--- src/rtl/sat_pkg.sv ---
package sat_pkg;
  typedef enum logic [1:0] {
    PH_IDLE = 2'd0,
    PH_TRIG = 2'd1,
    PH_WAIT = 2'd2
  } phase_e;

  localparam logic [1:0] CODE_NONE   = 2'd0;
  localparam logic [1:0] CODE_TRIG   = 2'd1;
  localparam logic [1:0] CODE_SILENT = 2'd2;

  localparam int HALF_W   = 16;
  localparam int SLOT_LSB = 8;
endpackage

--- src/rtl/sat_stage.sv ---
module sat_stage #(
  parameter int ENTRIES = 4,
  parameter int SID_W   = 4,
  parameter int SLOT_W  = 6,
  parameter int ADDR_W  = 2,
  parameter int DATA_W  = 32
) (
  input  logic                      clk,
  input  logic                      rst_n,
  input  logic                      wr_en,
  input  logic [ADDR_W-1:0]         wr_addr,
  input  logic [DATA_W-1:0]         wr_data,
  output logic [ENTRIES*SID_W-1:0]  stg_src,
  output logic [ENTRIES*SLOT_W-1:0] stg_slot
);
  import sat_pkg::*;

  for (genvar e = 0; e < ENTRIES; e++) begin : g_ent
    localparam int WORD = e / 2;
    localparam int LSB  = (e % 2) * HALF_W;
    logic [SID_W-1:0]  src_q;
    logic [SLOT_W-1:0] slot_q;

    always_ff @(posedge clk) begin
      if (!rst_n) begin
        src_q  <= '0;
        slot_q <= '0;
      end else if (wr_en && wr_addr == ADDR_W'(WORD)) begin
        src_q  <= wr_data[LSB +: SID_W];
        slot_q <= wr_data[LSB + SLOT_LSB +: SLOT_W];
      end
    end

    assign stg_src[e*SID_W +: SID_W]    = src_q;
    assign stg_slot[e*SLOT_W +: SLOT_W] = slot_q;
  end
endmodule

--- src/rtl/sat_ctrl.sv ---
module sat_ctrl #(
  parameter int ENTRIES = 4,
  parameter int ADDR_W  = 2
) (
  input  logic              clk,
  input  logic              rst_n,
  input  logic              wr_en,
  input  logic [ADDR_W-1:0] wr_addr,
  input  logic [1:0]        wr_code,
  input  logic              pkt_hdr,
  output logic              trig_req,
  output logic              commit,
  output logic [1:0]        upd_status
);
  import sat_pkg::*;

  localparam logic [ADDR_W-1:0] CMD_ADDR = ADDR_W'(ENTRIES / 2);

  phase_e     phase_q;
  logic [1:0] code_q;
  logic       cmd_wr;

  assign cmd_wr = wr_en && (wr_addr == CMD_ADDR) && (phase_q == PH_IDLE);

  always_ff @(posedge clk) begin
    if (!rst_n) begin
      phase_q <= PH_IDLE;
      code_q  <= CODE_NONE;
    end else begin
      unique case (phase_q)
        PH_IDLE: begin
          if (cmd_wr && wr_code == CODE_TRIG) begin
            phase_q <= PH_TRIG;
            code_q  <= CODE_TRIG;
          end else if (cmd_wr && wr_code == CODE_SILENT) begin
            phase_q <= PH_WAIT;
            code_q  <= CODE_SILENT;
          end
        end
        PH_TRIG: phase_q <= PH_WAIT;
        PH_WAIT: begin
          if (pkt_hdr) begin
            phase_q <= PH_IDLE;
            code_q  <= CODE_NONE;
          end
        end
        default: begin
          phase_q <= PH_IDLE;
          code_q  <= CODE_NONE;
        end
      endcase
    end
  end

  assign trig_req   = (phase_q == PH_TRIG);
  assign commit     = (phase_q == PH_WAIT) && pkt_hdr;
  assign upd_status = code_q;
endmodule

--- src/rtl/sat_keepout.sv ---
module sat_keepout #(
  parameter int HDR_N = 16
) (
  input  logic clk,
  input  logic rst_n,
  input  logic commit,
  input  logic pkt_hdr,
  output logic keepout
);
  localparam int CNT_W = (HDR_N > 1) ? $clog2(HDR_N) : 1;
  localparam logic [CNT_W-1:0] LAST = CNT_W'(HDR_N - 1);

  logic [CNT_W-1:0] cnt_q;
  logic             ko_q;

  always_ff @(posedge clk) begin
    if (!rst_n) begin
      ko_q  <= 1'b0;
      cnt_q <= '0;
    end else if (commit) begin
      ko_q  <= 1'b1;
      cnt_q <= '0;
    end else if (ko_q && pkt_hdr) begin
      if (cnt_q == LAST) begin
        ko_q  <= 1'b0;
        cnt_q <= '0;
      end else begin
        cnt_q <= cnt_q + 1'b1;
      end
    end
  end

  assign keepout = ko_q;
endmodule

--- src/rtl/sat_active.sv ---
module sat_active #(
  parameter int ENTRIES = 4,
  parameter int SID_W   = 4,
  parameter int SLOT_W  = 6
) (
  input  logic                      clk,
  input  logic                      rst_n,
  input  logic                      commit,
  input  logic [ENTRIES*SID_W-1:0]  stg_src,
  input  logic [ENTRIES*SLOT_W-1:0] stg_slot,
  output logic [ENTRIES*SID_W-1:0]  act_src,
  output logic [ENTRIES*SLOT_W-1:0] act_slot
);
  always_ff @(posedge clk) begin
    if (!rst_n) begin
      act_src  <= '0;
      act_slot <= '0;
    end else if (commit) begin
      act_src  <= stg_src;
      act_slot <= stg_slot;
    end
  end
endmodule

--- src/rtl/mst_slot_table.sv ---
module mst_slot_table #(
  parameter int ENTRIES = 4,
  parameter int SID_W   = 4,
  parameter int SLOT_W  = 6,
  parameter int ADDR_W  = 2,
  parameter int DATA_W  = 32,
  parameter int HDR_N   = 16
) (
  input  logic                      clk,
  input  logic                      rst_n,
  input  logic                      wr_en,
  input  logic [ADDR_W-1:0]         wr_addr,
  input  logic [DATA_W-1:0]         wr_data,
  input  logic                      pkt_hdr,
  output logic [1:0]                upd_status,
  output logic                      keepout,
  output logic                      trig_req,
  output logic [ENTRIES*SID_W-1:0]  act_src,
  output logic [ENTRIES*SLOT_W-1:0] act_slot
);
  logic [ENTRIES*SID_W-1:0]  stg_src;
  logic [ENTRIES*SLOT_W-1:0] stg_slot;
  logic                      commit;

  sat_stage #(.ENTRIES(ENTRIES), .SID_W(SID_W), .SLOT_W(SLOT_W),
              .ADDR_W(ADDR_W), .DATA_W(DATA_W)) u_stage (
    .clk(clk), .rst_n(rst_n), .wr_en(wr_en), .wr_addr(wr_addr),
    .wr_data(wr_data), .stg_src(stg_src), .stg_slot(stg_slot)
  );

  sat_ctrl #(.ENTRIES(ENTRIES), .ADDR_W(ADDR_W)) u_ctrl (
    .clk(clk), .rst_n(rst_n), .wr_en(wr_en), .wr_addr(wr_addr),
    .wr_code(wr_data[1:0]), .pkt_hdr(pkt_hdr), .trig_req(trig_req),
    .commit(commit), .upd_status(upd_status)
  );

  sat_keepout #(.HDR_N(HDR_N)) u_ko (
    .clk(clk), .rst_n(rst_n), .commit(commit), .pkt_hdr(pkt_hdr),
    .keepout(keepout)
  );

  sat_active #(.ENTRIES(ENTRIES), .SID_W(SID_W), .SLOT_W(SLOT_W)) u_act (
    .clk(clk), .rst_n(rst_n), .commit(commit), .stg_src(stg_src),
    .stg_slot(stg_slot), .act_src(act_src), .act_slot(act_slot)
  );
endmodule

--- config.mk ---
export PLATFORM = sky130hd
export DESIGN_NAME = mst_slot_table
export DESIGN_NICKNAME = d
export VERILOG_FILES = /design/src/rtl/sat_pkg.sv /design/src/rtl/sat_stage.sv /design/src/rtl/sat_ctrl.sv /design/src/rtl/sat_keepout.sv /design/src/rtl/sat_active.sv /design/src/rtl/mst_slot_table.sv
export SDC_FILE = /design/constraint.sdc
export NUM_CORES = 1
export LEC_CHECK = 0
export BUFFER_PORTS_ARGS = -buffer_cell sky130_fd_sc_hd__buf_2
export CORE_MARGIN = 4
export CORE_UTILIZATION = 30
export DETAILED_ROUTE_END_ITERATION = 7
export GPL_ROUTABILITY_DRIVEN = 0
export GPL_TIMING_DRIVEN = 0
export PLACE_DENSITY_LB_ADDON = 0.2
export SKIP_LAST_GASP = 1
export SLEW_MARGIN = 20
export SYNTH_ARGS = -nofsm -noshare
export SYNTH_HDL_FRONTEND = slang
export SYNTH_HIERARCHICAL = 1
export SYNTH_SLANG_ARGS = --single-unit
--- constraint.sdc ---
create_clock -name clk -period 1.4 [get_ports clk]
set_input_delay 0.14 -clock clk [delete_from_list [all_inputs] [get_ports clk]]
set_output_delay 0.14 -clock clk [all_outputs]
set_load 0.1 [all_outputs]
* After elaboration in Yosys (flattened, before gate mapping)
Index checks and enable logic that the tools add are counted.
W data, S select, Z words.
** Word-level totals
- Bits in registers :: 89
- Input bits :: 38
- Word-level logic and storage cells :: 51
** Cells by class
- $add $sub $neg :: 1
- Equality and inequality tests :: 9
- Mux-type cells :: 9
- Bitwise operators :: 2
- Reduce and logical (&&, ||, !) cells :: 16
** Operators with widths (count)
- $pmux W2 S3 :: 2
- $logic_and A1 B1 Y1 :: 8
- $eq A2 B1 Y1 const B :: 3
- $eq A2 B2 Y1 const B :: 3
- $mux W2 :: 3
- $add A4 B1 Y4 const B :: 1
- $eq A4 B4 Y1 const B :: 1
- $logic_not A2 Y1 :: 2
- $mux W4 :: 1
- $reduce_and A2 Y1 :: 2
- $reduce_bool A2 Y1 :: 2
- $mux W1 :: 3
- $ne A3 B3 Y1 const B :: 1
- $reduce_and A3 Y1 :: 1
- $ne A2 B2 Y1 const B :: 1
- $not A1 Y1 :: 2
- $reduce_or A2 Y1 :: 1

* Logic depth before layout (Yosys ltp)
Gate-level depths: netlist (run 1).
- Depth in word-level cells :: 7
- Depth in mapped cells :: 5
- Mapped depth without buffers :: 4

* Cells and area by module
The synthesis (run 1) kept the hierarchy.
** By module, submodules not included
- sat_active :: times used 1, cells each 129, area an instance 1557.7 um^2
- sat_stage :: times used 1, cells each 153, area an instance 1511.4 um^2
- sat_ctrl :: times used 1, cells each 28, area an instance 222.7 um^2
- sat_keepout :: times used 1, cells each 26, area an instance 220.2 um^2

* Worst setup path after synthesis (run 1)
Ideal clock, no wire load.
- Path kind :: reg2out
- Start :: reg u_ctrl.phase_q[0]
- End :: out trig_req
- Arrival time :: 1.734 ns
- Data required time :: 1.260 ns
- Path slack :: -0.474 ns
- Cell stages (with the launch flop) :: 2
- Buffers on the path :: 0
- Cells stage by stage :: dfxtp_1 nor2b_1
** Between the ends
- Word-level cells in the longest chain between the ends :: 1
** Ends and longest elaborated chain
- from (decl) :: line sat_ctrl.sv:19 : phase_e phase_q;
- from (signal assigned) :: line sat_ctrl.sv:27 : phase_q <= PH_IDLE;
- from (signal assigned) :: line sat_ctrl.sv:33 : phase_q <= PH_TRIG;
- from (signal assigned) :: line sat_ctrl.sv:36 : phase_q <= PH_WAIT;
- $eq A2 B1 Y1 :: line sat_ctrl.sv:55 : assign trig_req = (phase_q == PH_TRIG);
- to (decl) :: line mst_slot_table.sv:17 : output logic trig_req,
No other way between the ends.

* Worst setup path in the final report (run 1)
- Start :: reg u_ctrl.phase_q[0]
- End :: reg u_act.act_src[10]
** Between the ends
- Word-level cells in the longest chain between the ends :: 2
** Ends and longest elaborated chain
- $eq A2 B2 Y1 :: line sat_ctrl.sv:56 : assign commit = (phase_q == PH_WAIT) && pkt_hdr;
- $logic_and A1 B1 Y1 :: line sat_ctrl.sv:56
- via commit :: line mst_slot_table.sv:23 : logic commit;
- to (signal assigned) :: line sat_active.sv:19 : act_src <= stg_src;
- to (decl) :: line sat_active.sv:11 : output logic [ENTRIES*SID_W-1:0] act_src,
The timed path passes the listed nets, and every way through them passes these cells.
A chain may end at the register's enable or synchronous reset.

==> impl_summary.md, run 1 <==
STA
The transition time at the pin with the least slew margin is between 0.5 and 0.6 ns. In the finished design, the share of the clock period the worst path needs comes to 0.962. The final-report max-slew violation count is 0.

Measured against its own limit, the worst slew margin works out to 0.663. Setup repair after global routing left no endpoint under its margin. The total negative slack for setup checks is 0 ns. The routed design could run at a clock period as short as 1.35 ns. The total count of hold-check failures in the final report was 0. Derived from the worst setup path, the maximum achievable clock frequency is 0.742 GHz. The final worst clock skew is between 0.005 and 0.006 ns. The final worst setup slack is between 0.05 and 0.06 ns. The final-report setup violation count is 0.

GRT
The number of antenna violations at the first check in global routing is 2. The combined global-route utilization of all metal layers is 0.126. The first global-routing pass estimated about 13000 um of wire. After global routing the overflow that remains totals 0.

Entering global routing, the biggest net connects 15 pins. The number of global-route vias before repair is between 2000 and 3000.

Power
For this design the static power due to leakage is 0.00179 uW. IR analysis of the VDD net gives a maximum drop of roughly 480 uV. The power per cell area is around 1200 nW/um^2.

Run status
The run finished with clean final reports.

Yosys
The share of synthesized area in the top cell type comes to 0.507. dfxtp_1 is the most common cell in the netlist. After synthesis the cells add up to around 3500 um^2. Counting flops and latches in the post-synthesis netlist gives 89. In the synthesized netlist the dominant register cell turns out to be dfxtp_1. In the synthesized netlist, the number of instances is 336.

The number of nets handed over by synthesis was between 300 and 400. The count of yosys warnings during synthesis is 6. Ranked by instance count, the synthesized netlist is headed by dfxtp_1, mux2i_1, nand2_1, nor2b_1, buf_2.

The number of distinct library cells after synthesis is 28. The share of synthesized registers carrying an async set or reset is 0. A synthesized cell averages ~10 um^2. Of the synthesized area, sequential elements account for 0.507. The biggest area contributor in the post-synthesis netlist is dfxtp_1. Counting flops with a built-in enable in the synthesized netlist gives 0. By area the synthesized netlist is led by dfxtp_1, mux2i_1, nor2b_1.

Worst setup path
The worst setup path is captured at a flip-flop. The endpoint of the worst register-to-register path is u_act/act_src[10]$_SDFFE_PN0P_. The critical path in this run is classified as reg -> reg.

The startpoint of the most critical register-to-register path is u_ctrl/phase_q[0]$_SDFFE_PN0P_. The worst path required time is roughly 1.6 ns. The critical path arrival is roughly 1.6 ns. The kind of launch point of the worst setup path is a flip-flop.

The biggest fanout along the worst timing path is 10. Measured in cells, the most critical reg-to-reg path has a length of 5. The register-to-register path setup slack is 0.05 ns.

Hold path
The source of the worst hold timing path is wr_data[2]. The destination of the worst hold path is u_stage/g_ent[0].src_q[2]$_SDFFE_PN0P_. The type of the most critical hold path is in -> reg.

Counting instances, the worst hold path has a depth of 3.

Floorplan
82 I/O pins were placed. The area of the core region is ~11000 um^2. The x dimension of the die is around 120 um. The floorplan has 39 rows. The die is 116 um tall.

The die covers roughly 14000 um^2. The starting density of the core is 0.308.

Detailed routing
Summed over all layers, the routed wires come to slightly above 8000 um. For this run, the detailed router's first-pass iteration total came to 4. Dividing the detail-routed wire length by the instance count gives between 10 and 15 um. The antenna violation net count after detailed routing is 0. The iteration-0 DRC count of the detailed router is 78. The average vias per placed instance is about 4.5.

The DRC violations left is 0. The number of vias after detailed routing is between 2000 and 3000.

Placed design
The count of port buffers added during placement is a little under 70. The pre-CTS worst setup slack is around 0.048 ns. The area of placed instances is between 4000 and 5000 um^2. The HPWL after detailed placement is between 5000 and 6000 um. The placed cell count is 548.

Final layout
The number of inserted filler cells in the final layout is roughly 1200. The area growth from synthesis to layout is 23.1%. The proportion of layout cells with a drive suffix above 1 is 0.252. The number of nets in the final layout is 455. Excluding fillers, the count of instances in the completed layout stands at between 500 and 600. The final antenna diode count is 0. Summing all non-filler instances in the final layout gives an area of around 4300 um^2.

Clock tree
The clock-pin slew reported for the worst setup and hold paths after clock tree synthesis is around 0.06 ns. The worst-skew pair later-pin latency is between 0.3 and 0.4 ns. The cell chosen for the clock root is clkbuf_16. The longest clock path from root to sink contains 2 buffers.

For this design, the sink count on the clock tree is between 80 and 90. In this run, CTS created clock tree buffers numbering 9. TritonCTS built the clock tree.

The H-tree generated during clock tree synthesis spans 3 levels. Buffers added to address setup during post-CTS repair amount to 0.

Job
Across the run, the number of max-cap violations was 0.
==> worst max-delay path by stage <==
| stage | from | end | slack (ns) | depth (start not counted) |
|---|---|---|---|---|
| after global placement | u_ctrl/phase_q[1]$_SDFFE_PN0P_ | u_act/act_src[9]$_SDFFE_PN0P_ | 0.07 | 5 |
| final | u_ctrl/phase_q[0]$_SDFFE_PN0P_ | u_act/act_src[10]$_SDFFE_PN0P_ | 0.05 | 5 |
| after global routing | u_ctrl/phase_q[0]$_SDFFE_PN0P_ | u_act/act_src[4]$_SDFFE_PN0P_ | 0.01 | 5 |
| after detailed placement | u_ctrl/phase_q[1]$_SDFFE_PN0P_ | u_act/act_src[4]$_SDFFE_PN0P_ | 0.05 | 5 |
| after floorplan | u_ko/keepout$_SDFFE_PN0P_ | u_ko/cnt_q[3]$_SDFFE_PP0P_ | 0.04 | 3 |
| after CTS | u_ctrl/phase_q[1]$_SDFFE_PN0P_ | u_act/act_src[10]$_SDFFE_PN0P_ | 0.02 | 5 |
==> metal layers <==
layer	part of all wire	vias to the layer above	GRT usage	wire (um)
met1	0.47	1169	0.157	3810
li1	-	1292	-	-
met4	0.014	4	0.0487	113
met3	0.059	12	0.0430	479
met2	0.46	57	0.202	3750
met5	0.0026	-	0	21
==> layout make-up <==
cell class	instances	area [um^2]	share of cell area
multi-input combinational	226	1560	0.361
timing repair buffer	69	348	0.0805
clock buffer	10	239	0.0553
sequential	89	1780	0.413
tap	143	179	0.0414
buffer	20	175	0.0405
clock inverter	5	32.5	0.00753
inverter	1	3.75	0.000868
==> sequential cells by signal, summed over array words and instances (netlist names) <==
signal and cells:
u_act/act_slot 24, u_stage/g_ent.slot_q 24, u_act/act_src 16, u_stage/g_ent.src_q 16
u_ko/cnt_q 4, u_ctrl/phase_q 2, u_ctrl/upd_status 2, u_ko/keepout 1
==> cell families (layout without fill, tap and decap cells) <==
logic type / count (synthesis) / after routing / share of synthesized area
buffers and inverters: 21 / 105 / 0.0499
AOI/OAI and AO/OA: 11 / 11 / 0.0185
and+or+nand+nor: 133 / 133 / 0.190
DFF: 89 / 89 / 0.507
muxes: 80 / 80 / 0.228
xor gates and xnor gates: 1 / 1 / 0.00249
adders and majority gates: 1 / 1 / 0.00356
==> stage by stage <==
stage          utilization  total power, uW  hold slack (ns)
3_3_place_gp         0.354             2990            0.426
4_1_cts              0.378             5230           0.0628
6_report             0.379             5130           0.0805
3_5_place_dp         0.354             2990            0.426
2_1_floorplan            -             2870            0.256
5_1_grt              0.379             5350           0.0813
==> cell usage in the layout, fill, tap and decap left out, drive strengths merged <==
cell type | netlist | final
clkinv | 0 | 5
nor3b | 1 | 1
o211ai | 2 | 2
and2 | 1 | 1
buf | 16 | 85
clkbuf | 4 | 14
nand2 | 66 | 66
nand4 | 5 | 5
ha | 1 | 1
and3b | 2 | 2
or3 | 1 | 1
nand2b | 1 | 1
a21oi | 6 | 6
nand3b | 2 | 2
nor2 | 3 | 3
xor2 | 1 | 1
nand3 | 5 | 5
inv | 1 | 1
dfxtp | 89 | 89
mux2i | 80 | 80
nor2b | 44 | 44
a311o | 1 | 1
o21ai | 2 | 2
nor4 | 2 | 2
==> repair_timing <==
action                                  4_1_cts  5_1_grt
resized for setup                             1        3
hold buffers                                  0        0
endpoints found under the setup margin        1       31
==> power breakdown <==
group	total (uW)	internal, uW	switching, uW
clock	2200	1240	958
combinational	323	130	193
sequential	2610	2580	27.3
==> worst max-delay path, cell delays in order (launching register included) <==
cell and delay [ns]:
dfxtp_1 0.35, and3b_2 0.28, buf_8 0.15, buf_12 0.16, mux2i_1 0.23, nor2b_1 0.07
No activity file was read; power rests on OpenSTA's default activity.
==> inputs of run 2 (changes only) <==
Settings changed: CORE_ASPECT_RATIO set to 1.2.
==> impl_summary.md, run 2 (synthesized netlist as in run 1, its figures left out) <==
GRT
The met1 track demand over resource in global routing is 0.145 (-0.0120). The wire length of the first global-routing pass was 12600 um (-1.4%). After global routing, the most crowded layer is met2.

The number of antenna violations at the first check in global routing is 0 (-2). The largest net degree at the start of global routing is 16 (+1). The number of global-route vias before repair is 2462 (-2.1%). The remaining global-route overflow came to 0 (unchanged). The met3 routing resource usage after global routing came to 0.0295 (-0.0135). The global-route met2 utilization is 0.209 (+0.00765). The combined global-route utilization of all metal layers is 0.121 (-0.00511).

STA
The final-report max-slew violation count is 0 (unchanged). The transition time at the pin with the least slew margin was 0.510 ns (+0.00131 ns). The final worst clock skew was 0.00350 ns (-0.00156 ns). The worst-case hold slack is 0.0817 ns (+0.00118 ns). Setup repair after global routing left no endpoint under its margin.

The final critical-path required period is 1.32 ns (-0.0298 ns). The final-report setup violation count is 0 (unchanged). The highest clock rate is 0.759 GHz (+2.3%). The total count of hold-check failures in the final report is 0 (unchanged).

The total negative slack for setup checks was 0 ns (unchanged). The portion of the clock cycle consumed by the worst path in the final layout is 0.941 (-0.0213). The tightest slew margin relative to the limit is 0.663 (-0.000865).

Placed design
The HPWL after detailed placement is 5910 um (-0.52%). The placed cell count was 562 (+2.6%). The count of port buffers added during placement is 69 (unchanged).

Final layout
The number of nets in the final layout is 456 (+0.22%). The layout-stage area growth over the synthesis result is 25.4%. The final antenna diode count was 0 (unchanged). The end-of-flow core utilization came to 0.383 (+0.00394). In the final layout, the registers with the most flip-flops are u_act/act_slot x24, u_stage/g_ent.slot_q x24. Leaving out fill and tap cells, the most frequent cells in the layout are dfxtp_1, mux2i_1, buf_2.

The post-route non-filler standard cell count is 579 (+2.8%). The proportion of layout cells with a drive suffix above 1 is 0.258 (+0.00591). The library cell used most frequently in the layout, excluding fill and tap cells, is dfxtp_1.

Clock tree
The clock tree from TritonCTS is done. The maximum root-to-sink buffer count is 2 (unchanged). The cell chosen for the clock root is clkbuf_16. The clock-pin slew reported for the worst setup and hold paths after clock tree synthesis is 0.06 ns (about the same).

The number of buffers added by the clock tree synthesis step was 9 (unchanged). The number of levels the H-tree was split into is 3 (unchanged). The number of sinks on the clock net came to 89 (unchanged). The worst-skew pair later-pin latency was 0.33 ns (about the same).

Floorplan
The number of ports placed on the die boundary is 82 (unchanged). The floorplan die area was 13500 um^2 (about the same). The number of core rows is 43 (+10%).

The vertical die dimension is 127 um (+8.9%). The area of the core region is 11500 um^2 (+0.83%). The starting density of the core is 0.305 (-0.00254). The x dimension of the die is 107 um (-8.1%).

Worst setup path
The critical path arrival is 1.54 ns (-0.03 ns). The type of the worst setup path is reg -> reg. The largest individual stage delay along the critical path comes from the cell dfxtp_2. The critical path goes through and3b_2 > buf_8 > buf_12 > mux2i_2 > nor2b_1.

The kind of launch point of the worst setup path is a flip-flop. The critical path endpoint category is a flip-flop. The worst path required time is 1.62 ns (about the same). The biggest fanout along the worst timing path is 10 (unchanged).

The stage delay of the slowest cell on the critical path came to 0.34 ns (about the same).

Hold path
The type of the most critical hold path is in -> reg.

Detailed routing
The antenna violation net count after detailed routing came to 0 (unchanged). The average routed wire per standard cell is 14.2 um (-2.5%). The average vias per placed instance is 4.36 (-3.2%). The iteration-0 DRC count of the detailed router is 77 (-1.3%). The first-pass iteration count of the detailed router is 4 (unchanged). The number of vias after detailed routing is 2523 (-0.43%).

The DRC violations left is 0 (unchanged). The aggregate routed wire length is 8200 um (+0.27%).

Power
The worst IR drop on VDD is 731 uV (+51%). The power per cell area is 1250 nW/um^2 (+5.5%). The standby leakage power came to 0.00181 uW (+1.3%).

Job
The number of violations of the max-capacitance limit is 0 (unchanged).

Run status
The run finished with clean final reports.
run 2: cell types whose count changed in the layout (fill, tap and decap cells not counted), sizes merged:
cell      before  now
clkinvlp       0    1
bufinv         0    2
clkinv         5    1
buf           85   86
inv            1    3
run 2: timing repair:
item | in CTS | in global routing
gates cloned | 0 | 0
resized for setup | 1 | 6
setup buffers | 0 | 1
hold buffers | 0 | 0
pin swaps | 0 | 0
setup endpoints to repair | 1 | 32
run 2: path summary, 6_finish.rpt:
check             cells after the start                                    from  slack [ns]                                     end
hold / removal                        3                             wr_data[16]        0.08  u_stage/g_ent[3].src_q[0]$_SDFFE_PN0P_
setup / recovery                      5          u_ctrl/phase_q[0]$_SDFFE_PN0P_        0.08          u_act/act_src[14]$_SDFFE_PN0P_
setup reg to reg                      5          u_ctrl/phase_q[0]$_SDFFE_PN0P_        0.08          u_act/act_src[14]$_SDFFE_PN0P_
hold reg to reg                       2  u_stage/g_ent[1].src_q[1]$_SDFFE_PN0P_        0.46  u_stage/g_ent[1].src_q[1]$_SDFFE_PN0P_
run 2: area by class of cell:
| class | instances | area [um^2] |
|---|---|---|
| timing repair buffer | 70 | 359 |
| tap | 157 | 196 |
| sequential | 89 | 1790 |
| inverter | 1 | 3.75 |
| clock inverter | 6 | 90.1 |
| multi-input combinational | 226 | 1570 |
| buffer | 20 | 175 |
| fill | 1202 | 7110 |
| clock buffer | 10 | 229 |
run 2: critical path: cells and delay by family (launching register included):
family	cells	cell delay, ns
DFF	1	0.34
muxes	1	0.22
and+or+nand+nor	2	0.33
buffers and inverters	2	0.30
run 2: per-layer routing:
metal | vias up | share of wire
met2 | 55 | 0.50
met1 | 1161 | 0.44
li1 | 1299 | -
met3 | 8 | 0.049
met5 | - | 0
met4 | 0 | 0.011
run 2: where the power goes:
group / switching (uW) / internal, uW / leakage [uW]
Combinational: 197 / 131 / 0.000936
Sequential: 26.6 / 2580 / 0.000721
Clock: 1000 / 1570 / 0.000153
Total: 1230 / 4280 / 0.00181
run 2: stage by stage:
step	instance area [um^2]	setup slack, ns	total power (uW)
finish	4400	0.0825	5510
global route	4400	0.0201	5720
CTS	4380	0.0374	5580
detailed placement	4060	0.0527	2990
global placement	4060	0.0829	2990
floorplan	3520	0.0353	2870
